File: config.mk
export PLATFORM = sky130hd
export DESIGN_NAME = wrprot_unit
export DESIGN_NICKNAME = d
export VERILOG_FILES = /design/src/rtl/wrprot_pkg.sv /design/src/rtl/wrprot_wel.sv /design/src/rtl/wrprot_cfg.sv /design/src/rtl/wrprot_zone.sv /design/src/rtl/wrprot_unit.sv
export SDC_FILE = /design/constraint.sdc
export NUM_CORES = 1
export LEC_CHECK = 0
export ABC_CLOCK_PERIOD_IN_PS = 1100
export CAP_MARGIN = 10
export CORE_MARGIN = 4
export CORE_UTILIZATION = 19
export DETAILED_ROUTE_END_ITERATION = 7
export PLACE_DENSITY = 0.72
export SYNTH_ARGS = -nofsm -noshare
export SYNTH_HDL_FRONTEND = slang
export SYNTH_SLANG_ARGS = --single-unit
File: constraint.sdc
create_clock -name clk -period 1.1 [get_ports clk]
set_clock_uncertainty 0.2 [all_clocks]
set_input_delay 0.33 -clock clk [delete_from_list [all_inputs] [get_ports clk]]
set_output_delay 0.33 -clock clk [all_outputs]
set_load 0.02 [all_outputs]
File: src/rtl/wrprot_pkg.sv
package wrprot_pkg;

  // Status byte field positions (decoded by the status-read shifter)
  localparam int unsigned ST_LOCK_BIT = 7;
  localparam int unsigned ST_ONE_BIT  = 6;
  localparam int unsigned ST_BPHI_BIT = 3;
  localparam int unsigned ST_BPLO_BIT = 2;
  localparam int unsigned ST_WEL_BIT  = 1;

  typedef enum logic [1:0] {
    ZONE_NONE = 2'b00,
    ZONE_QTR  = 2'b01,
    ZONE_HALF = 2'b10,
    ZONE_ALL  = 2'b11
  } zone_e;

endpackage

File: src/rtl/wrprot_wel.sv
module wrprot_wel (
  input  logic clk,
  input  logic rst,
  input  logic set_i,
  input  logic arm_i,
  input  logic frame_end_i,
  output logic wel_o
);
  logic armed;
  logic drop;

  // Clear happens at frame end when a write-class command was seen in the frame
  assign drop = frame_end_i && (armed || arm_i);

  always_ff @(posedge clk) begin
    if (rst) begin
      armed <= 1'b0;
      wel_o <= 1'b0;
    end else begin
      if (frame_end_i)
        armed <= 1'b0;
      else if (arm_i)
        armed <= 1'b1;

      if (drop)
        wel_o <= 1'b0;
      else if (set_i)
        wel_o <= 1'b1;
    end
  end
endmodule

File: src/rtl/wrprot_cfg.sv
module wrprot_cfg
  import wrprot_pkg::*;
#(
  parameter logic       LOCK_RST = 1'b0,
  parameter logic [1:0] BP_RST   = 2'b00
) (
  input  logic       clk,
  input  logic       rst,
  input  logic       load_i,
  input  logic [7:0] data_i,
  output logic       lock_o,
  output logic [1:0] bp_o
);
  always_ff @(posedge clk) begin
    if (rst) begin
      lock_o <= LOCK_RST;
      bp_o   <= BP_RST;
    end else if (load_i) begin
      lock_o <= data_i[ST_LOCK_BIT];
      bp_o   <= data_i[ST_BPHI_BIT:ST_BPLO_BIT];
    end
  end
endmodule

File: src/rtl/wrprot_zone.sv
module wrprot_zone
  import wrprot_pkg::*;
#(
  parameter int unsigned ADDR_W = 18
) (
  input  logic [ADDR_W-1:0] addr_i,
  input  logic [1:0]        bp_i,
  output logic              prot_o
);
  localparam int unsigned TOP = ADDR_W - 1;

  logic in_half;
  logic in_qtr;

  generate
    if (ADDR_W >= 2) begin : g_wide
      assign in_half = addr_i[TOP];
      assign in_qtr  = addr_i[TOP] & addr_i[TOP-1];
    end else begin : g_narrow
      assign in_half = addr_i[TOP];
      assign in_qtr  = addr_i[TOP];
    end
  endgenerate

  always_comb begin
    unique case (zone_e'(bp_i))
      ZONE_NONE: prot_o = 1'b0;
      ZONE_QTR:  prot_o = in_qtr;
      ZONE_HALF: prot_o = in_half;
      ZONE_ALL:  prot_o = 1'b1;
      default:   prot_o = 1'b1;
    endcase
  end
endmodule

File: src/rtl/wrprot_unit.sv
module wrprot_unit
  import wrprot_pkg::*;
#(
  parameter int unsigned ADDR_W   = 18,
  parameter logic        LOCK_RST = 1'b0,
  parameter logic [1:0]  BP_RST   = 2'b00
) (
  input  logic              clk,
  input  logic              rst,
  input  logic              cmd_wren_i,
  input  logic              cmd_wrdi_i,
  input  logic              cmd_wrsr_i,
  input  logic [7:0]        wrsr_data_i,
  input  logic              cmd_write_i,
  input  logic              cs_rise_i,
  input  logic              wp_n_i,
  input  logic [ADDR_W-1:0] wr_addr_i,
  output logic [7:0]        status_o,
  output logic              array_wr_ok_o,
  output logic              status_wr_ok_o
);
  logic       wel;
  logic       lock;
  logic [1:0] bp;
  logic       prot;
  logic       write_class;
  logic       cfg_load;

  assign write_class = cmd_wrdi_i | cmd_wrsr_i | cmd_write_i;

  wrprot_wel u_wel (
    .clk        (clk),
    .rst        (rst),
    .set_i      (cmd_wren_i),
    .arm_i      (write_class),
    .frame_end_i(cs_rise_i),
    .wel_o      (wel)
  );

  // Configuration permit: latch set and not frozen by the pin
  assign status_wr_ok_o = wel & ~(lock & ~wp_n_i);
  assign cfg_load       = cmd_wrsr_i & status_wr_ok_o;

  wrprot_cfg #(
    .LOCK_RST(LOCK_RST),
    .BP_RST  (BP_RST)
  ) u_cfg (
    .clk   (clk),
    .rst   (rst),
    .load_i(cfg_load),
    .data_i(wrsr_data_i),
    .lock_o(lock),
    .bp_o  (bp)
  );

  wrprot_zone #(
    .ADDR_W(ADDR_W)
  ) u_zone (
    .addr_i(wr_addr_i),
    .bp_i  (bp),
    .prot_o(prot)
  );

  assign array_wr_ok_o = wel & ~prot;

  always_comb begin
    status_o              = 8'h00;
    status_o[ST_ONE_BIT]  = 1'b1;
    status_o[ST_LOCK_BIT] = lock;
    status_o[ST_BPHI_BIT] = bp[1];
    status_o[ST_BPLO_BIT] = bp[0];
    status_o[ST_WEL_BIT]  = wel;
  end
endmodule

### After elaboration in Yosys (flattened, before gate mapping)

Index checks and enable logic that the tools add are counted.

| word-level totals | value |
|---|---|
| register bits | 5 |
| bits of input ports | 34 |
| output and inout port bits | 10 |
| word-level logic and storage cells | 23 |

| cells by class | value |
|---|---|
| eq/ne operators | 3 |
| mux-type cells | 1 |
| bitwise gates (word level) | 10 |
| reductions and logical operators | 5 |

Operators with widths:

| kind | number |
|---|---|
| 1-bit bitwise AND | 5 |
| 2-bit == test (second input constant) | 2 |
| 1-bit one-hot mux with 4 select lines | 1 |
| 2-bit OR reduction | 2 |
| 1-bit NOT | 3 |
| 2-bit by 1-bit == test with 1-bit output (second input constant) | 1 |
| 2-bit logical NOT | 1 |
| 1-bit OR | 2 |
| 1-bit logical AND | 1 |
| 1-bit logical OR | 1 |

### Logic depth before layout (Yosys ltp)

Gate-level depths: netlist of run 1.

| logic depth | value |
|---|---|
| depth in word-level cells | 5 |
| mapped depth | 3 |

### Cells and area by module

Synthesis of run 1 repeated with hierarchy kept, for this count alone.

| unflattened totals | value |
|---|---|
| cell total of the unflattened synthesis | 32 |
| area total of the unflattened synthesis | 270.3 sq um |

Modules (own cells, without submodules):

| module | times used | cells an instance | area each (sq um) | sequential area each (sq um) |
|---|---|---|---|---|
| wrprot_cfg | 1 | 9 | 101.3 | 60.1 |
| wrprot_unit | 1 | 13 | 85.1 | 0.0 |
| wrprot_wel | 1 | 7 | 70.1 | 40.0 |
| wrprot_zone | 1 | 3 | 13.8 | 0.0 |

### Worst setup path before layout of run 1

Ideal clock, no wire load.

| path | value |
|---|---|
| kind | reg2out |
| start | register u_cfg.bp_o[0] |
| end | output array_wr_ok_o |
| data arrival time | 0.795 ns |
| data required time | 0.570 ns |
| path slack | -0.225 ns |
| cell stages (with the launch flop) | 3 |
| path buffers | 0 |
| cell sequence | dfxtp_1 o21ai_0 and3_1 |

| between the ends | value |
|---|---|
| longest elaborated chain between the ends | 4 |

Ends and longest elaborated chain:

| item | RTL line | source |
|---|---|---|
| start: declaration | wrprot_cfg.sv:12 | `output logic [1:0] bp_o` |
| start signal: assignment | wrprot_cfg.sv:20 | `bp_o <= data_i[ST_BPHI_BIT:ST_BPLO_BIT];` |
| 2-bit == test (tied with other cells) | wrprot_zone.sv:26 | `unique case (zone_e'(bp_i))` |
| 1-bit one-hot mux with 4 select lines * | wrprot_zone.sv:26 |  |
| 1-bit NOT * | wrprot_unit.sv:64 | `assign array_wr_ok_o = wel & ~prot;` |
| 1-bit bitwise AND * | wrprot_unit.sv:64 |  |
| end: declaration | wrprot_unit.sv:19 | `output logic array_wr_ok_o,` |

Every way passes the cells marked *; elsewhere a longest branch is shown, timed or not.

### Worst setup path in the final report of run 1

Same ends and word-level chain as after synthesis.

==> results by group, run 1 <==
Run status
  • Outcome: finished, violations left
  • Failing checks: negative setup slack

Finish
  • Fillers: roughly 140
  • Fraction of layout cells with a size suffix above 1: 51.7%
  • Sequential cell area: ~110 µm²
  • Net count reported at finish: slightly above 90
  • N_diodes: 0
  • Core Util, Final: 42.3%
  • Syn-to-layout area delta: 102%
  • Multi-input logic area: 164 µm²

Routing
  • DRT Pass-1 Iters: 2
  • Vias per std cell: approximately 4
  • Initial DRC count: 1
  • Vias after detailed routing: 292
  • Routed Antenna Nets: 0
  • Residual DRC count: 0
  • Drt wl/cell: 10.1 µm
  • Final wirelength: roughly 740 µm

Placement
  • Number of port buffers: 18
  • Routability cong.: 0.558
  • Worst slack, placed: -1090 ps
  • HPWL Detailed: 560 µm

Worst setup path
  • RR Startpoint: u_cfg.lock_o$_SDFFE_PP0P_
  • Critical path class: register to primary output
  • Worst EP required: 570 ps
  • Critical Path AT: ~970 ps
  • R2R depth: 5
  • Worst Setup SP: u_cfg.bp_o[0]$_SDFFE_PP0P_
  • Type of origin of the critical path: register
  • Critical path endpoint category: primary output
  • Crit-path max FO: 3
  • FF-to-FF setup slack: -40 ps
  • R2r endpoint: u_cfg.lock_o$_SDFFE_PP0P_

Floorplanning
  • Core Area: 1370 µm²
  • Die height: 46.8 µm
  • Die ar.: 2190 µm²
  • I/O pins: 44
  • Rows: 13
  • Width of the die: 46.8 µm
  • Initial core utilization: 21.0%

Global routing
  • Vias in the first global route: around 260
  • Grt total ovfl: 0
  • Total global-route track usage: 7.53%
  • Initial antenna violation count: 0
  • First-pass GRT wire length: between 1000 and 1500 µm
  • Largest net degree at the start of global routing: 7

CTS
  • H-tree depth: 1
  • Clock Path Buffers: 2
  • CTS tree: built
  • Clock latency on the worst-skew pair: roughly 240 ps
  • Clock Sinks: 5
  • Clock Pin Slew Worst Setup and Hold Paths: 40 ps
  • Hold Buf Count CTS: 0
  • CTS Root Cell: clkbuf_4
  • Num CTS Buffers: 3

STA
  • Fin worst setup slack: -396 ps
  • Worst Hold Slack: 210 ps
  • Fin crit share: 136%
  • Post-Route Setup TNS: -1830 ps
  • Final hold vios: 0
  • Final setup violating endpoints: 9
  • RSZ-0062 raised after global routing: yes
  • Max Clk Rate: 668 MHz
  • Final Max Slew Viols: 0
  • Tmin final: 1500 ps

Logic synthesis
  • Ys Warns: 0
  • Register area share after synthesis: 34.9%
  • #FFs+latches synth: 5
  • Netlist cell types: 17
  • Syn Inst Count: 33
  • Synthesized area: 287 µm²
  • Synthesized area per cell: 8.68 µm²

Min path
  • Hold EP: u_wel.armed$_SDFFE_PP0P_
  • Hold Path Class: input pin to register
  • Min-delay src: cs_rise_i
  • Hold Path Cell Cnt: 2

Power and ir drop
  • Clock Power Share: 39.7%
  • Sequential power share: a little over a third
  • P_int: 0.397 mW
  • PnR Total Power: 0.536 mW
  • Switch Pwr: 0.139 mW
  • Worst vdd ir: around 650 µV
  • Leak: 0.258 nW
  • Power Dens Cells: 927 nW/µm²
  • Logic gate share of total power: 24.3%
  • Fraction of power spent switching nets: 25.9%

Run
  • MaxCap Viol Count: 0
Yosys cell counts:
cell      count  area, µm²
conb_1        2       7.51
and3_4        1       11.3
and3_1        1       6.26
nand2_1       4       15.0
nand3_1       1       5.00
a31o_1        1       8.76
and2_2        1       7.51
nor4_2        1       12.5
o221a_2       1       11.3
buf_4         6       45.0
nor3_1        1       5.00
o21ai_0       1       5.00
inv_1         3       11.3
a311oi_1      1       8.76
mux2i_1       2       20.0
nand2b_1      1       6.26
dfxtp_1       5        100
worst max path at each step:
stage	endpoint	depth (start not counted)
2_1_floorplan	array_wr_ok_o	2
3_3_place_gp	array_wr_ok_o	4
3_5_place_dp	array_wr_ok_o	4
4_1_cts	array_wr_ok_o	3
5_1_grt	array_wr_ok_o	3
6_report	array_wr_ok_o	3
layout by cell type, fill, tap and decap left out:
cell type	instances
nor3_1	1
buf_6	10
mux2i_1	2
nand2b_4	1
clkbuf_2	1
clkbuf_4	3
inv_2	1
o221a_2	1
buf_4	3
nand2_1	4
clkdlybuf4s50_1	4
dlygate4sd2_1	5
a31o_1	1
nor4_4	1
clkbuf_1	1
inv_1	2
and3_4	2
o21ai_2	1
clkdlybuf4s15_1	2
a311oi_1	1
dfxtp_4	3
conb_1	4
and2_4	1
dfxtp_2	2
nand3_1	1
timing repair:
action | in CTS | in global routing
endpoints found under the setup margin | 11 | 10
gates resized for setup | 57 | 4
buffers inserted | 2 | 3
pin swaps | 5 | 2
layer usage:
metal / up-vias / wire [µm] / GRT usage, %
li1: 153 / - / -
met1: 127 / 258 / 7.76
met2: 12 / 388 / 10.8
met3: 0 / 89 / 7.66
met4: 0 / 0 / 1.66
met5: - / 0 / 0
cell families (layout without fill, tap and decap cells):
group | Yosys count | in the layout | synth area share, %
AND/OR/NAND/NOR | 11 | 11 | 24.0
AO/OA/AOI/OAI | 4 | 4 | 11.8
flip-flops | 5 | 5 | 34.9
multiplexers | 2 | 2 | 6.99
buffers and inverters | 9 | 32 | 19.6
other | 2 | 4 | 2.62
per-stage QoR:
step                instance area, µm²  std cells
floorplan                          313         35
global placement                   489         65
detailed placement                 489         65
CTS                                562         71
global route                       578         73
finish                             578         73
area by class of cell:
| type | count | share of cell area (%) |
|---|---|---|
| Tap cell | 15 | 3.25 |
| Timing Repair Buffer | 25 | 42.2 |
| Inverter | 3 | 1.95 |
| Sequential cell | 5 | 19.7 |
| Clock buffer | 4 | 4.55 |
| Multi-Input combinational cell | 21 | 28.4 |
power by group through the flow:
stage               clock [mW]  combinational, mW  sequential, mW
finish                   0.213              0.130           0.193
global route             0.247              0.140           0.194
CTS                      0.226              0.128           0.194
detailed placement           0              0.125           0.196
global placement             0              0.124           0.196
floorplan                    0             0.0624           0.199
flip-flops by register name (all words and copies together), names as in the netlist:
name and flops:
u_cfg.bp_o 2, u_cfg.lock_o 1, u_wel.armed 1, u_wel.wel_o 1
critical path, cell delays in order (launching register included):
cell and delay [ps]:
dfxtp_4 340, o21ai_2 100, and3_4 180, buf_6 110
(Power assumes the default switching activity.)
==> inputs of run 2 (changes only) <==
- ABC_CLOCK_PERIOD_IN_PS: 1100 -> 1350
- CAP_MARGIN: 10 -> not set
- PLACE_DENSITY: 0.72 -> 0.8
- clock period: 1.1 -> 1.35 ns (I/O delays scaled with it)
==> run 2 against run 1 <==
Net effect:
- the flow still finishes with violations (negative setup slack)
- non-clock buffer count grew 3
- global-route usage increased by 1.2 points
- sequential cell count did not move
- first-iteration DRC count is the same
- utilization is 1.6 points higher
- die area unchanged
- critical path depth did not move
- largest power group unchanged
- cell count up 4.1%
==> results by group, run 2 (synthesized netlist as in run 1, its figures left out) <==
Run status
  • Outcome: finished, violations left
  • Failing checks: negative setup slack

Worst setup path
  • Crit path max-delay cell type: dfxtp_2
  • Critical path class: register to primary output
  • Crit-path max FO: 4 (+1)
  • Type of origin of the critical path: register
  • Critical Path AT: 970 ps (about the same)
  • Worst path bufs/invs: 1 (unchanged)
  • Worst EP required: 750 ps (+180 ps)
  • Worst path cell trace: o21ai_1 -> and3_4 -> buf_6
  • R2r endpoint: u_cfg.lock_o$_SDFFE_PP0P_
  • Largest stage delay, worst path: 330 ps (about the same)
  • R2R depth: 5 (unchanged)
  • RR Startpoint: u_cfg.lock_o$_SDFFE_PP0P_
  • FF-to-FF setup slack: 90 ps (+130 ps)
  • Delay-heaviest family, CP: flip-flops
  • Critical path endpoint category: primary output

Finish
  • Fillers: 143 (+2.9%)
  • Top reg by flops: u_cfg.bp_o
  • Most common cell after layout, fill and taps aside: buf_6
  • Max reg flops: 2 (unchanged)
  • N_diodes: 0 (unchanged)
  • Fraction of layout cells with a size suffix above 1: 54.1% (+2.4 points)
  • Commonest cells after routing, fill and taps aside: buf_6 (11), clkdlybuf4s50_1 (7), buf_4 (5)
  • Final non-filler cell total: 76 (+4.1%)
  • Syn-to-layout area delta: 109%
  • Net count reported at finish: 96 (+3.2%)

CTS
  • CTS tree: built
  • Hold Buf Count CTS: 0 (unchanged)
  • H-tree depth: 1 (unchanged)
  • CTS Root Cell: clkbuf_4
  • Clock Pin Slew Worst Setup and Hold Paths: 40 ps (about the same)
  • Num CTS Buffers: 3 (unchanged)
  • Clock latency on the worst-skew pair: 240 ps (about the same)
  • Clock Path Buffers: 2 (unchanged)
  • Clock Sinks: 5 (unchanged)

Min path
  • Hold Path Class: register to register
  • Min-delay src: u_cfg.bp_o[0]$_SDFFE_PP0P_
  • Hold EP: u_cfg.bp_o[0]$_SDFFE_PP0P_
  • Hold Path Cell Cnt: 2 (unchanged)

Global routing
  • First-pass GRT wire length: 1320 µm (+26%)
  • Initial antenna violation count: 0 (unchanged)
  • Largest net degree at the start of global routing: 7 (unchanged)
  • Grt total ovfl: 0 (unchanged)
  • Vias in the first global route: 335 (+29%)
  • Total global-route track usage: 8.68% (+1.2 points)

Routing
  • Initial DRC count: 1 (unchanged)
  • Routed Antenna Nets: 0 (unchanged)
  • Vias after detailed routing: 310 (+6.2%)
  • Vias per std cell: 4.08 (+2.0%)
  • DRT Pass-1 Iters: 2 (unchanged)
  • Residual DRC count: 0 (unchanged)
  • Drt wl/cell: 10.7 µm (+5.7%)
  • Final wirelength: 810 µm (+10%)

Run
  • MaxCap Viol Count: 0 (unchanged)

STA
  • Fin worst setup slack: -230 ps (+167 ps)
  • Final Max Slew Viols: 0 (unchanged)
  • Final setup violating endpoints: 6 (-3)
  • Tmin final: 1580 ps
  • Worst Hold Slack: 274 ps (+63.8 ps)
  • RSZ-0062 raised after global routing: yes
  • Max Clk Rate: 633 MHz
  • Fin crit share: 117%
  • Final hold vios: 0 (unchanged)

Placement
  • Number of port buffers: 18 (unchanged)
  • Inst Count DP: 68 (+4.6%)
  • Routability cong.: 0.612 (+9.6%)
  • Worst slack, placed: -1010 ps (+81.8 ps)

Floorplanning
  • Initial core utilization: 21.0% (unchanged)
  • I/O pins: 44 (unchanged)
  • Die height: 46.8 µm (unchanged)
  • Rows: 13 (unchanged)
  • Width of the die: 46.8 µm (unchanged)
  • Die ar.: 2190 µm² (unchanged)
  • Core Area: 1370 µm² (unchanged)

Power and ir drop
  • Worst vdd ir: 305 µV (-53%)
  • Leak: 0.268 nW (+4.0%)
  • Power Dens Cells: 745 nW/µm² (-20%)
==> run 2: changes by cell type in the layout (fill, tap and decap cells not counted), moves of 2 or more <==
cell,before,now
dlygate4sd2_1,5,2
clkdlybuf4s50_1,4,7
buf_2,0,2
buf_4,3,5
dfxtp_4,3,1
==> run 2: what timing repair did <==
item,in CTS,in global routing
setup buffers,2,3
setup endpoints to repair,11,7
pin swaps,7,1
gates resized for setup,58,4
==> run 2: metrics by stage <==
step | cell area, µm² | TNS (ps) | utilization [%] | total power [mW]
final | 599 | -702 | 43.9 | 0.446
after global routing | 599 | -895 | 43.9 | 0.479
after CTS | 572 | -731 | 41.8 | 0.450
after detailed placement | 498 | -5090 | 36.4 | 0.266
after global placement | 498 | -4870 | 36.4 | 0.263
after floorplan | 299 | -7.92 | - | 0.212
==> run 2: how the worst max path moves through the flow <==
| stage | startpoint | end | slack, ps | depth (start not counted) |
|---|---|---|---|---|
| after floorplan | wr_addr_i[17] | array_wr_ok_o | -8 | 2 |
| after global placement | wp_n_i | status_wr_ok_o | -980 | 4 |
| after detailed placement | wr_addr_i[17] | array_wr_ok_o | -1010 | 4 |
| after CTS | u_cfg.bp_o[0]$_SDFFE_PP0P_ | array_wr_ok_o | -240 | 3 |
| after global routing | u_cfg.bp_o[0]$_SDFFE_PP0P_ | array_wr_ok_o | -270 | 3 |
| final | u_cfg.bp_o[0]$_SDFFE_PP0P_ | array_wr_ok_o | -230 | 3 |
==> run 2: tightest hold or removal path: cells and delay by family (launching register included) <==
| kind | cells | cell delay, ps |
|---|---|---|
| flops | 1 | 330 |
| mux | 1 | 50 |
| simple gates | 1 | 50 |
==> run 2: where the power goes <==
part           leakage, nW  switching (mW)  internal (mW)
sequential          0.0430         0.00607          0.154
combinational        0.210          0.0480         0.0674
clock               0.0150          0.0593          0.112
==> run 2: routing by layer <==
layer	up-vias	routed length [µm]	GRT usage, %	part of all wire (%)
met5	-	0	0	0
met4	0	6	4.97	0.74
met3	2	50	2.30	6.2
met2	9	476	16.5	59
met1	141	277	8.20	34
li1	158	-	-	-
==> run 2: cell type report <==
class / count / area, µm² / area share (%)
inverters: 3 / 11.3 / 1.88
repair buffers: 28 / 269 / 44.9
well taps: 15 / 18.8 / 3.13
multi-input cells: 21 / 166 / 27.8
clock buffers: 4 / 26.3 / 4.38
flip-flops and latches: 5 / 108 / 18.0
